`src/rtl/uart_reg_pkg.sv`:
```
package uart_reg_pkg;

  typedef enum logic [1:0] {
    REG_RXDATA = 2'd0,
    REG_TXDATA = 2'd1,
    REG_STATUS = 2'd2,
    REG_CTRL   = 2'd3
  } regSelT;

  localparam int ST_RX_VALID = 0;
  localparam int ST_RX_FULL  = 1;
  localparam int ST_TX_EMPTY = 2;
  localparam int ST_TX_FULL  = 3;
  localparam int ST_PENDING  = 4;
  localparam int ST_OVERRUN  = 5;
  localparam int ST_FRAME    = 6;
  localparam int ST_PARITY   = 7;

  localparam int CTL_TX_RST = 0;
  localparam int CTL_RX_RST = 1;
  localparam int CTL_IRQ_EN = 4;

  typedef struct packed {
    logic rxPop;
    logic rxFlush;
    logic txLoad;
    logic txFlush;
    logic ctrlWr;
    logic pendClr;
  } strobeT;

endpackage

```
`src/rtl/uart_reg_ctrl.sv`:
```
module uart_reg_ctrl
  import uart_reg_pkg::*;
#(
  parameter int DATA_W = 32,
  parameter int ADDR_W = 6,
  parameter int BYTE_W = 8
) (
  input  logic [ADDR_W-1:0] busAddr,
  input  logic              busWrEn,
  input  logic              busRdEn,
  input  logic [DATA_W-1:0] busWData,
  input  logic [DATA_W-1:0] statusWord,
  input  logic [DATA_W-1:0] ctrlWord,
  input  logic [DATA_W-1:0] txWord,
  input  logic [BYTE_W-1:0] rxHead,
  output strobeT            strobes,
  output logic [DATA_W-1:0] busRData
);

  localparam int SEL_LSB = 2;
  localparam int SEL_W   = 2;
  localparam int TOP_LSB = SEL_LSB + SEL_W;

  logic   inRange;
  logic   wrHit;
  logic   rdHit;
  regSelT sel;
  logic   unusedAddr;

  assign unusedAddr = ^busAddr[SEL_LSB-1:0];
  assign inRange = (busAddr[ADDR_W-1:TOP_LSB] == '0);
  assign sel     = regSelT'(busAddr[SEL_LSB +: SEL_W]);
  assign wrHit   = busWrEn & inRange;
  assign rdHit   = busRdEn & ~busWrEn & inRange;

  always_comb begin
    strobes         = '0;
    strobes.rxPop   = rdHit && (sel == REG_RXDATA);
    strobes.pendClr = rdHit && (sel == REG_STATUS);
    strobes.txLoad  = wrHit && (sel == REG_TXDATA);
    strobes.ctrlWr  = wrHit && (sel == REG_CTRL);
    strobes.rxFlush = strobes.ctrlWr & busWData[CTL_RX_RST];
    strobes.txFlush = strobes.ctrlWr & busWData[CTL_TX_RST];
  end

  always_comb begin
    busRData = '0;
    if (rdHit) begin
      unique case (sel)
        REG_RXDATA: if (statusWord[ST_RX_VALID]) busRData = DATA_W'(rxHead);
        REG_TXDATA: busRData = txWord;
        REG_STATUS: busRData = statusWord;
        REG_CTRL:   busRData = ctrlWord;
        default:    busRData = '0;
      endcase
    end
  end

endmodule

```
`src/rtl/uart_reg_data.sv`:
```
module uart_reg_data
  import uart_reg_pkg::*;
#(
  parameter int DATA_W     = 32,
  parameter int BYTE_W     = 8,
  parameter int FIFO_DEPTH = 8
) (
  input  logic              clk,
  input  logic              rstN,
  input  strobeT            strobes,
  input  logic [DATA_W-1:0] busWData,
  input  logic [BYTE_W-1:0] rxData,
  input  logic              rxValid,
  output logic              rxReady,
  output logic [BYTE_W-1:0] txData,
  output logic              txValid,
  input  logic              txReady,
  input  logic              errOverrun,
  input  logic              errFrame,
  input  logic              errParity,
  output logic [DATA_W-1:0] statusWord,
  output logic [DATA_W-1:0] ctrlWord,
  output logic [DATA_W-1:0] txWord,
  output logic [BYTE_W-1:0] rxHead,
  output logic              irq
);

  localparam int PTR_W = $clog2(FIFO_DEPTH);
  localparam int CNT_W = PTR_W + 1;
  localparam logic [CNT_W-1:0] CNT_FULL = CNT_W'(FIFO_DEPTH);

  logic [PTR_W-1:0] wrPtr, rdPtr;
  logic [CNT_W-1:0] rxCount, countNext;
  logic             rxFull, rxEmpty, rxPush, rxPopOk;
  logic [FIFO_DEPTH-1:0][BYTE_W-1:0] slotFlat;

  logic             txFull;
  logic [BYTE_W-1:0] txByte;
  logic             txAccept;
  logic             pend;

  // receive FIFO fill state
  assign rxFull  = (rxCount == CNT_FULL);
  assign rxEmpty = (rxCount == '0);
  assign rxReady = ~rxFull;
  assign rxPush  = rxValid & ~rxFull & ~strobes.rxFlush;
  assign rxPopOk = strobes.rxPop & ~rxEmpty;

  always_comb begin
    countNext = rxCount;
    if (strobes.rxFlush)       countNext = '0;
    else if (rxPush & ~rxPopOk) countNext = rxCount + CNT_W'(1);
    else if (~rxPush & rxPopOk) countNext = rxCount - CNT_W'(1);
  end

  always_ff @(posedge clk) begin
    if (!rstN) begin
      wrPtr   <= '0;
      rdPtr   <= '0;
      rxCount <= '0;
    end else begin
      rxCount <= countNext;
      if (strobes.rxFlush) begin
        wrPtr <= '0;
        rdPtr <= '0;
      end else begin
        if (rxPush)  wrPtr <= wrPtr + PTR_W'(1);
        if (rxPopOk) rdPtr <= rdPtr + PTR_W'(1);
      end
    end
  end

  // one storage slot per FIFO entry
  for (genvar i = 0; i < FIFO_DEPTH; i++) begin : g_slot
    logic [BYTE_W-1:0] slotQ;
    always_ff @(posedge clk) begin
      if (!rstN)                                  slotQ <= '0;
      else if (rxPush && (wrPtr == PTR_W'(i)))    slotQ <= rxData;
    end
    assign slotFlat[i] = slotQ;
  end

  assign rxHead = slotFlat[rdPtr];

  // single-byte transmit holding stage
  assign txAccept = txFull & txReady;
  assign txValid  = txFull;
  assign txData   = txByte;

  always_ff @(posedge clk) begin
    if (!rstN) begin
      txFull <= 1'b0;
      txByte <= '0;
    end else if (strobes.txFlush) begin
      txFull <= 1'b0;
    end else if (strobes.txLoad && (!txFull || txReady)) begin
      txFull <= 1'b1;
      txByte <= busWData[BYTE_W-1:0];
    end else if (txAccept) begin
      txFull <= 1'b0;
    end
  end

  always_ff @(posedge clk) begin
    if (!rstN) begin
      txWord   <= '0;
      ctrlWord <= '0;
    end else begin
      if (strobes.txLoad) txWord   <= busWData;
      if (strobes.ctrlWr) ctrlWord <= busWData;
    end
  end

  // sticky interrupt-pending flag
  always_ff @(posedge clk) begin
    if (!rstN) pend <= 1'b0;
    else       pend <= (pend & ~strobes.pendClr) | strobes.txLoad | (countNext != '0);
  end

  always_comb begin
    statusWord              = '0;
    statusWord[ST_RX_VALID] = ~rxEmpty;
    statusWord[ST_RX_FULL]  = rxFull;
    statusWord[ST_TX_EMPTY] = ~txFull;
    statusWord[ST_TX_FULL]  = txFull;
    statusWord[ST_PENDING]  = pend;
    statusWord[ST_OVERRUN]  = errOverrun;
    statusWord[ST_FRAME]    = errFrame;
    statusWord[ST_PARITY]   = errParity;
  end

  assign irq = pend & ctrlWord[CTL_IRQ_EN];

endmodule

```
`src/rtl/uart_reg_top.sv`:
```
module uart_reg_top
  import uart_reg_pkg::*;
#(
  parameter int DATA_W     = 32,
  parameter int ADDR_W     = 6,
  parameter int BYTE_W     = 8,
  parameter int FIFO_DEPTH = 8
) (
  input  logic              clk,
  input  logic              rstN,
  input  logic [ADDR_W-1:0] busAddr,
  input  logic              busWrEn,
  input  logic              busRdEn,
  input  logic [DATA_W-1:0] busWData,
  output logic [DATA_W-1:0] busRData,
  input  logic [BYTE_W-1:0] rxData,
  input  logic              rxValid,
  output logic              rxReady,
  output logic [BYTE_W-1:0] txData,
  output logic              txValid,
  input  logic              txReady,
  input  logic              errOverrun,
  input  logic              errFrame,
  input  logic              errParity,
  output logic              irq
);

  strobeT            strobes;
  logic [DATA_W-1:0] statusWord;
  logic [DATA_W-1:0] ctrlWord;
  logic [DATA_W-1:0] txWord;
  logic [BYTE_W-1:0] rxHead;

  uart_reg_ctrl #(
    .DATA_W(DATA_W), .ADDR_W(ADDR_W), .BYTE_W(BYTE_W)
  ) u_ctrl (
    .busAddr(busAddr), .busWrEn(busWrEn), .busRdEn(busRdEn), .busWData(busWData),
    .statusWord(statusWord), .ctrlWord(ctrlWord), .txWord(txWord), .rxHead(rxHead),
    .strobes(strobes), .busRData(busRData)
  );

  uart_reg_data #(
    .DATA_W(DATA_W), .BYTE_W(BYTE_W), .FIFO_DEPTH(FIFO_DEPTH)
  ) u_data (
    .clk(clk), .rstN(rstN), .strobes(strobes), .busWData(busWData),
    .rxData(rxData), .rxValid(rxValid), .rxReady(rxReady),
    .txData(txData), .txValid(txValid), .txReady(txReady),
    .errOverrun(errOverrun), .errFrame(errFrame), .errParity(errParity),
    .statusWord(statusWord), .ctrlWord(ctrlWord), .txWord(txWord),
    .rxHead(rxHead), .irq(irq)
  );

endmodule

```
`config.mk`:
```
export PLATFORM = sky130hd
export DESIGN_NAME = uart_reg_top
export DESIGN_NICKNAME = d
export VERILOG_FILES = /design/src/rtl/uart_reg_pkg.sv /design/src/rtl/uart_reg_ctrl.sv /design/src/rtl/uart_reg_data.sv /design/src/rtl/uart_reg_top.sv
export SDC_FILE = /design/constraint.sdc
export NUM_CORES = 1
export LEC_CHECK = 0
export CAP_MARGIN = 20
export CORE_MARGIN = 2
export CORE_UTILIZATION = 55
export CTS_CLUSTER_SIZE = 25
export DETAILED_ROUTE_END_ITERATION = 10
export PLACE_DENSITY = 0.91
export SYNTH_ARGS = -nofsm -noshare
export SYNTH_HDL_FRONTEND = slang
export SYNTH_HIERARCHICAL = 1
export SYNTH_SLANG_ARGS = --single-unit
```
`constraint.sdc`:
```
create_clock -name clk -period 3.8 [get_ports clk]
set_clock_uncertainty 0.15 [all_clocks]
set_input_delay 0.76 -clock clk [delete_from_list [all_inputs] [get_ports clk]]
set_output_delay 0.76 -clock clk [all_outputs]
set_load 0.005 [all_outputs]
```
==> out/qor.csv, run 1 <==
stage,metric,value,unit
outcome,run status,finished clean,
hold_path,Hold Path Class,reg -> reg,
die,core area,0.0131,mm²
power_and_ir_drop,"IR drop worst, VDD",0.279,mV
timing,unrepaired setup endpoints after global routing,false,
power_and_ir_drop,Pleak,3.33,nW
die,Die Wd,119,µm
placed_design,"worst slack, placed",0.210,ns
yosys,Mean Syn Cell Area,9.35,µm²
cts,clk sinks,148,
timing,Final min period,3.66,ns
yosys,Synth Cell Area,0.00728,mm²
cts,clk root buf,clkbuf_16,
timing,Max Clk Rate,0.273,GHz
die,# IOs,98,
yosys,prevailing post-synth register cell,dfxtp_1,
cells_and_area,fin area,0.00886,mm²
drt,WL per Instance,17.6,µm
worst_setup_path,worst-path maximum fanout,5,
cells_and_area,fin nets,909,
cells_and_area,number of diodes,0,
cts,maximum root-to-sink buffer count,2,
worst_setup_path,CP bufs+invs,2,
cts,CTS buffer count,17,
power_and_ir_drop,post-layout power,3.72,mW
drt,routed vias,5976,
worst_setup_path,CP max-delay cell,mux4_2,
drt,via density per instance,5.79,
yosys,Post-synth ARST share,0,%
cts,H-tree levels,4,
worst_setup_path,Critical Setup Path Class,reg -> out,
run,Max-cap violations,0,
yosys,"EDFF count, synth",0,
global_routing,initial antenna violation count,0,
global_routing,met1 global-route usage,32.4,%
timing,Worst Hold Slack,0.303,ns
worst_setup_path,Worst Setup End Kind,output pin,
placed_design,DP Area,0.00825,mm²
worst_setup_path,CP peak stage delay,0.53,ns
worst_setup_path,CP startpoint kind,flop,
cells_and_area,Layout area overhead,21.6,%
yosys,Synth area leaders,"dfxtp_1 41%, mux2i_1 14%, nor2_1 7.1%",
global_routing,met3 GRT Util,6.61,%
global_routing,first-pass GRT wire length,29300,µm
timing,Worst Max-Slew Pin Slew,0.886,ns
drt,total wire length,18200,µm
drt,Initial DRC Count,567,
global_routing,M2 GR Usage,43.3,%
die,Rows,42,
placed_design,Post-DP HPWL,11700,µm
timing,"Period Utilization, post-route",96.4,%
global_routing,number of global-route vias before repair,5815,
yosys,"top cells by count, synth","148 x dfxtp_1, 137 x nor2_1, 105 x mux2i_1",
cells_and_area,non-filler instance count after layout,1033,
cells_and_area,register area,0.00297,mm²
die,Die H,119,µm
die,Initial Util,55.7,%
placed_design,dpl cells,1002,
cts,clk_lat worst skew,0.42,ns
cts,clock slew at reported path FFs,0.06,ns
cts,CTS tree,yes,
yosys,Yosys top cell by area,dfxtp_1,
timing,"Setup violations, final",0,
global_routing,largest net degree at the start of global routing,60,
placed_design,GPL Wtd Cong,0.859,
cells_and_area,fill count,921,
global_routing,total grt overflow,0,
power_and_ir_drop,total power density per cell area,420,mW/mm²
placed_design,input/output buffers,95,
worst_setup_path,Crit path arrival time,2.75,ns
yosys,Cells after Synth,779,
die,die area,0.0142,mm²
global_routing,GR Util All Layers,26.1,%
yosys,#FFs+latches synth,148,
cells_and_area,footprint of the multi-input gates,0.00385,mm²
worst_setup_path,CP cell instances,buf_4 -> mux4_2 -> mux2_2 -> a221oi_1 -> a211oi_2 -> clkdlybuf4s50_1,
cells_and_area,share of layout cells above drive strength 1,14.9,%
timing,relative slew slack,40.8,%
yosys,sequential fraction of the synthesis area,40.7,%
worst_setup_path,Crit path max-delay family,multiplexers,
timing,Final Hold Viols,0,
drt,drt pass-1 iters,5,
cells_and_area,post-layout util,67.7,%
timing,max-slew violation count,0,
yosys,most frequent cell after synthesis,dfxtp_1,
yosys,synth warn,6,
timing,Setup WS post-layout,0.139,ns
worst_setup_path,CP required,2.89,ns
drt,Routed Antenna Nets,0,
yosys,"Distinct cells, synth",50,
drt,DRC,0,
global_routing,GRT Max-Usage Layer,met2,
timing,TNS Setup,0,ns
yosys,Synth top area share,40.7,%
## timing repair
item,CTS,global route
pin swaps,0,1
hold buffers,0,0
buffers inserted,0,0
cloned,0,0
gates resized for setup,3,2
setup endpoints to repair,5,1
## logic make-up (layout without fill, tap and decap cells)
family	after synthesis	in the layout	synth area share [%]
xor gates and xnor gates	5	5	0.601
AOI/OAI and AO/OA	96	96	9.07
DFF	148	148	40.7
buffers and inverters	109	164	7.94
muxes	153	153	24.3
adders and majority gates	9	9	1.55
other	1	24	0.0515
and+or+nand+nor	258	258	15.8
## worst register-to-register path: stages (launching register included)
cell and delay, ns:
dfxtp_1 0.41, inv_1 0.12, ha_1 0.25, nand3b_1 0.18, inv_2 0.14, nor2_4 0.71
nand3_2 0.43, mux2i_1 0.25, nor2_1 0.05
## cell usage in the layout, fill, tap and decap left out, types with 3 or more instances in the layout
cell type,Yosys,final
bufinv_16,0,3
nand2_1,50,50
nor3_1,5,5
clkinvlp_4,0,3
nor2b_1,5,5
clkdlybuf4s50_1,0,92
a22oi_1,24,24
ha_1,9,9
a211oi_2,6,6
dfxtp_1,148,146
mux2i_1,105,105
xor2_1,3,3
mux2_2,31,31
a221oi_1,8,7
conb_1,1,24
clkbuf_16,0,17
nand3_1,43,43
buf_12,0,3
a211oi_1,4,4
mux4_2,16,16
inv_1,10,9
o21ai_0,4,4
nor2_1,137,136
a21oi_1,42,42
buf_4,36,23
clkinv_2,0,4
## sequential cells by signal, summed over array words and instances, names as in the netlist
| name | cells |
|---|---|
| u_data/rxCount | 4 |
| u_data/txValid | 1 |
| u_data/g_slot.slotQ | 64 |
| u_data/pend | 1 |
| u_data/txWord | 32 |
| u_data/ctrlWord | 32 |
| u_data/rdPtr | 3 |
| u_data/txData | 8 |
| u_data/wrPtr | 3 |
## per-layer routing
metal  share of wire, %  up-vias
met2                 49      264
li1                   -     2799
met1                 41     2872
met5                  0        -
met3                7.0       41
met4                2.3        0
## final timing paths
kind                                                 from                   endpoint  depth (start not counted)  slack, ns
worst max-delay path                      u_data/rdPtr[0]                busRData[5]                          6       0.14
worst min-delay path            u_data/g_slot[2].slotQ[4]  u_data/g_slot[2].slotQ[4]                          2       0.30
worst max register to register          u_data/rxCount[0]  u_data/g_slot[6].slotQ[4]                          8       0.96
worst min register to register  u_data/g_slot[2].slotQ[4]  u_data/g_slot[2].slotQ[4]                          2       0.30
## area by class of cell
class | instances | share of cell area, %
sequential | 148 | 33.5
clock inverter | 13 | 1.79
tap | 176 | 2.49
multi-input combinational | 545 | 43.4
timing repair buffer | 121 | 13.3
inverter | 12 | 0.537
clock buffer | 18 | 4.96
## report_power, final
group / internal (mW) / switching [mW] / leakage (nW)
Clock: 1.04 / 0.652 / 0.288
Sequential: 1.59 / 0.0279 / 1.20
Combinational: 0.178 / 0.227 / 1.84
Total: 2.81 / 0.907 / 3.33
Power figures use the tool's default switching activity.
==> run 2: changes to the inputs <==
CORE_UTILIZATION = 57   (was 55)
PLACE_DENSITY = 0.93   (was 0.91)
clock period = 4.72 ns   (was 3.8 ns; I/O delays follow)
==> run 2 against run 1 <==
Net effect:
- clock power is 14% lower
- critical path depth stayed put
- die area is 3.4% lower
- cell count is 1.5% lower
- hold slack better by 0.0018 ns
- register-to-register slack better by 1.1 ns
- sequential power is 20% lower
- combinational power is 24% lower
- critical endpoint is now busRData[6]
- largest cell class unchanged
- largest power group unchanged
==> out/qor.csv, run 2 (synthesis results as in run 1) <==
stage,metric,value,unit,change
drt,WL per Instance,17.1,µm,-3.1%
worst_setup_path,CP startpoint kind,flop,,
timing,Worst Max-Slew Pin Slew,0.935,ns,+0.0494 ns
power_and_ir_drop,Power Internal,2.36,mW,-16%
timing,Setup WS post-layout,0.413,ns,+0.275 ns
die,Die Wd,117,µm,-1.7%
worst_setup_path,worst-path maximum fanout,11,,+6
timing,"Period Utilization, post-route",91.2,%,
drt,drt pass-1 iters,6,,+1
cells_and_area,"commonest non-fill, non-tap cell in the layout",dfxtp_1,,
timing,TNS Setup,0,ns,unchanged
timing,Max Clk Rate,0.232,GHz,
cts,clk_lat worst skew,0.42,ns,about the same
timing,Worst Hold Slack,0.305,ns,+0.00176 ns
die,Initial Util,57.9,%,+2.3 points
cells_and_area,largest registers,"u_data/g_slot.slotQ: 64 flops, u_data/ctrlWord: 32 flops, u_data/txWord: 32 flops",,
timing,unrepaired setup endpoints after global routing,false,,
cts,CTS tree,yes,,
drt,Routed Antenna Nets,0,,unchanged
placed_design,DP Area,0.00813,mm²,-1.5%
worst_setup_path,CP required,3.63,ns,+0.74 ns
outcome,run status,finished clean,,
power_and_ir_drop,total power density per cell area,351,mW/mm²,-16%
global_routing,first-pass GRT wire length,27800,µm,-4.9%
cells_and_area,max reg flops,64,,unchanged
placed_design,"worst slack, placed",0.712,ns,+0.502 ns
run,Max-cap violations,0,,unchanged
timing,Final Hold Viols,0,,unchanged
power_and_ir_drop,switching share of power,23.4,%,-0.99 points
worst_setup_path,CP bufs+invs,2,,unchanged
cells_and_area,register area,0.00296,mm²,-0.17%
worst_setup_path,Crit path arrival time,3.21,ns,+0.46 ns
cts,Resize count post-CTS,0,,-3
placed_design,GPL Wtd Cong,0.855,,-0.51%
power_and_ir_drop,"IR drop worst, VDD",0.204,mV,-27%
timing,max-slew violation count,0,,unchanged
cells_and_area,share of layout cells above drive strength 1,13.4,%,-1.6 points
timing,"Setup violations, final",0,,unchanged
die,# IOs,98,,unchanged
power_and_ir_drop,Pleak,3.26,nW,-1.9%
cts,post-cts hold buffer count,0,,unchanged
cells_and_area,most frequent cells in the layout,"148 x dfxtp_1, 136 x nor2_1, 105 x mux2i_1, 93 x clkdlybuf4s50_1, 50 x nand2_1",,
timing,relative slew slack,37.4,%,-3.4 points
worst_setup_path,CP peak stage delay,0.74,ns,+0.21 ns
global_routing,total grt overflow,0,,unchanged
drt,Initial DRC Count,467,,-18%
worst_setup_path,Critical Setup Path Class,reg -> out,,
global_routing,GR Util All Layers,26.2,%,+0.10 points
cells_and_area,number of diodes,0,,unchanged
cts,H-tree levels,4,,unchanged
cts,CTS buffer count,17,,unchanged
cts,Post-CTS Setup Bufs,0,,unchanged
drt,via density per instance,5.71,,-1.2%
cts,maximum root-to-sink buffer count,2,,unchanged
global_routing,largest net degree at the start of global routing,75,,+25%
cells_and_area,Layout area overhead,20.5,%,
die,Rows,41,,-2.4%
power_and_ir_drop,Comb power frac,10.0,%,-0.9 points
cells_and_area,footprint of the multi-input gates,0.00384,mm²,-0.16%
cts,clock slew at reported path FFs,0.06,ns,about the same
global_routing,initial antenna violation count,0,,unchanged
cells_and_area,Top reg by flops,u_data/g_slot.slotQ,,
cells_and_area,fin nets,897,,-1.3%
hold_path,Hold Path Class,reg -> reg,,
power_and_ir_drop,switching pwr,0.721,mW,-20%
worst_setup_path,Worst Setup End Kind,output pin,,
drt,total wire length,17400,µm,-4.5%
cells_and_area,fill count,849,,-7.8%
placed_design,input/output buffers,95,,unchanged
worst_setup_path,CP cell instances,buf_4 -> mux4_2 -> mux2_2 -> a221oi_1 -> a211oi_2 -> clkdlybuf4s50_1,,
die,core area,0.0126,mm²,-3.9%
power_and_ir_drop,clock power share,47.8,%,+2.2 points
cts,clk sinks,148,,unchanged
worst_setup_path,CP max-delay cell,dfxtp_1,,
cts,clk root buf,clkbuf_16,,
die,Die H,117,µm,-1.7%
die,die area,0.0137,mm²,-3.4%
drt,routed vias,5816,,-2.7%
placed_design,Post-DP HPWL,11100,µm,-4.9%
power_and_ir_drop,Reg power frac,42.2,%,-1.3 points
cells_and_area,fin area,0.00878,mm²,-0.89%
drt,DRC,0,,unchanged
timing,Final min period,4.31,ns,
global_routing,number of global-route vias before repair,5680,,-2.3%
worst_setup_path,Crit path max-delay family,multiplexers,,
==> run 2: final cells by class <==
cell class                      count  share of cell area (%)
Sequential cell                   148                    33.8
Tap cell                          172                    2.45
Multi-Input combinational cell    545                    43.8
Clock buffer                       22                    5.52
Inverter                           12                   0.542
Clock inverter                     10                    1.92
Timing Repair Buffer              109                    12.1
==> run 2: path summary, 6_finish.rpt <==
check	from	to	slack (ns)	cells after the start
worst max-delay path	u_data/rdPtr[0]	busRData[6]	0.41	6
worst min-delay path	u_data/g_slot[0].slotQ[0]	u_data/g_slot[0].slotQ[0]	0.30	2
worst max register to register	u_data/rxCount[0]	u_data/g_slot[5].slotQ[0]	2.08	9
worst min register to register	u_data/g_slot[0].slotQ[0]	u_data/g_slot[0].slotQ[0]	0.30	2
==> run 2: through the flow <==
stage | power [mW] | instances | util [%]
floorplan | 1.54 | 802 | -
global placement | 1.62 | 986 | 64.6
detailed placement | 1.63 | 986 | 64.6
CTS | 3.09 | 1018 | 69.8
global route | 3.18 | 1018 | 69.8
finish | 3.08 | 1018 | 69.8
==> run 2: power groups by stage <==
stage | clock, mW | sequential (mW) | combinational (mW)
after global placement | 0 | 1.33 | 0.291
after global routing | 1.55 | 1.30 | 0.333
after detailed placement | 0 | 1.33 | 0.298
after floorplan | 0 | 1.32 | 0.222
final | 1.47 | 1.30 | 0.308
after CTS | 1.48 | 1.30 | 0.303
==> run 2: worst reg2reg max path, stage by stage (launching register included) <==
cell,delay (ns)
dfxtp_1,0.41
inv_1,0.11
ha_1,0.24
nand3b_1,0.16
inv_2,0.13
nor2_4,0.54
buf_4,0.31
nand3_4,0.18
mux2i_1,0.23
nor2_1,0.06
==> run 2: metal layers <==
layer  routed length [µm]  up-vias  part of all wire, %  global-route usage, %
met5                    0        -                    0                      0
met4                  378        0                  2.2                   11.0
met3                  999       45                  5.7                   5.20
met2                 8610      251                   50                   44.2
met1                 7390     2759                   43                   32.8
li1                     -     2761                    -                      -
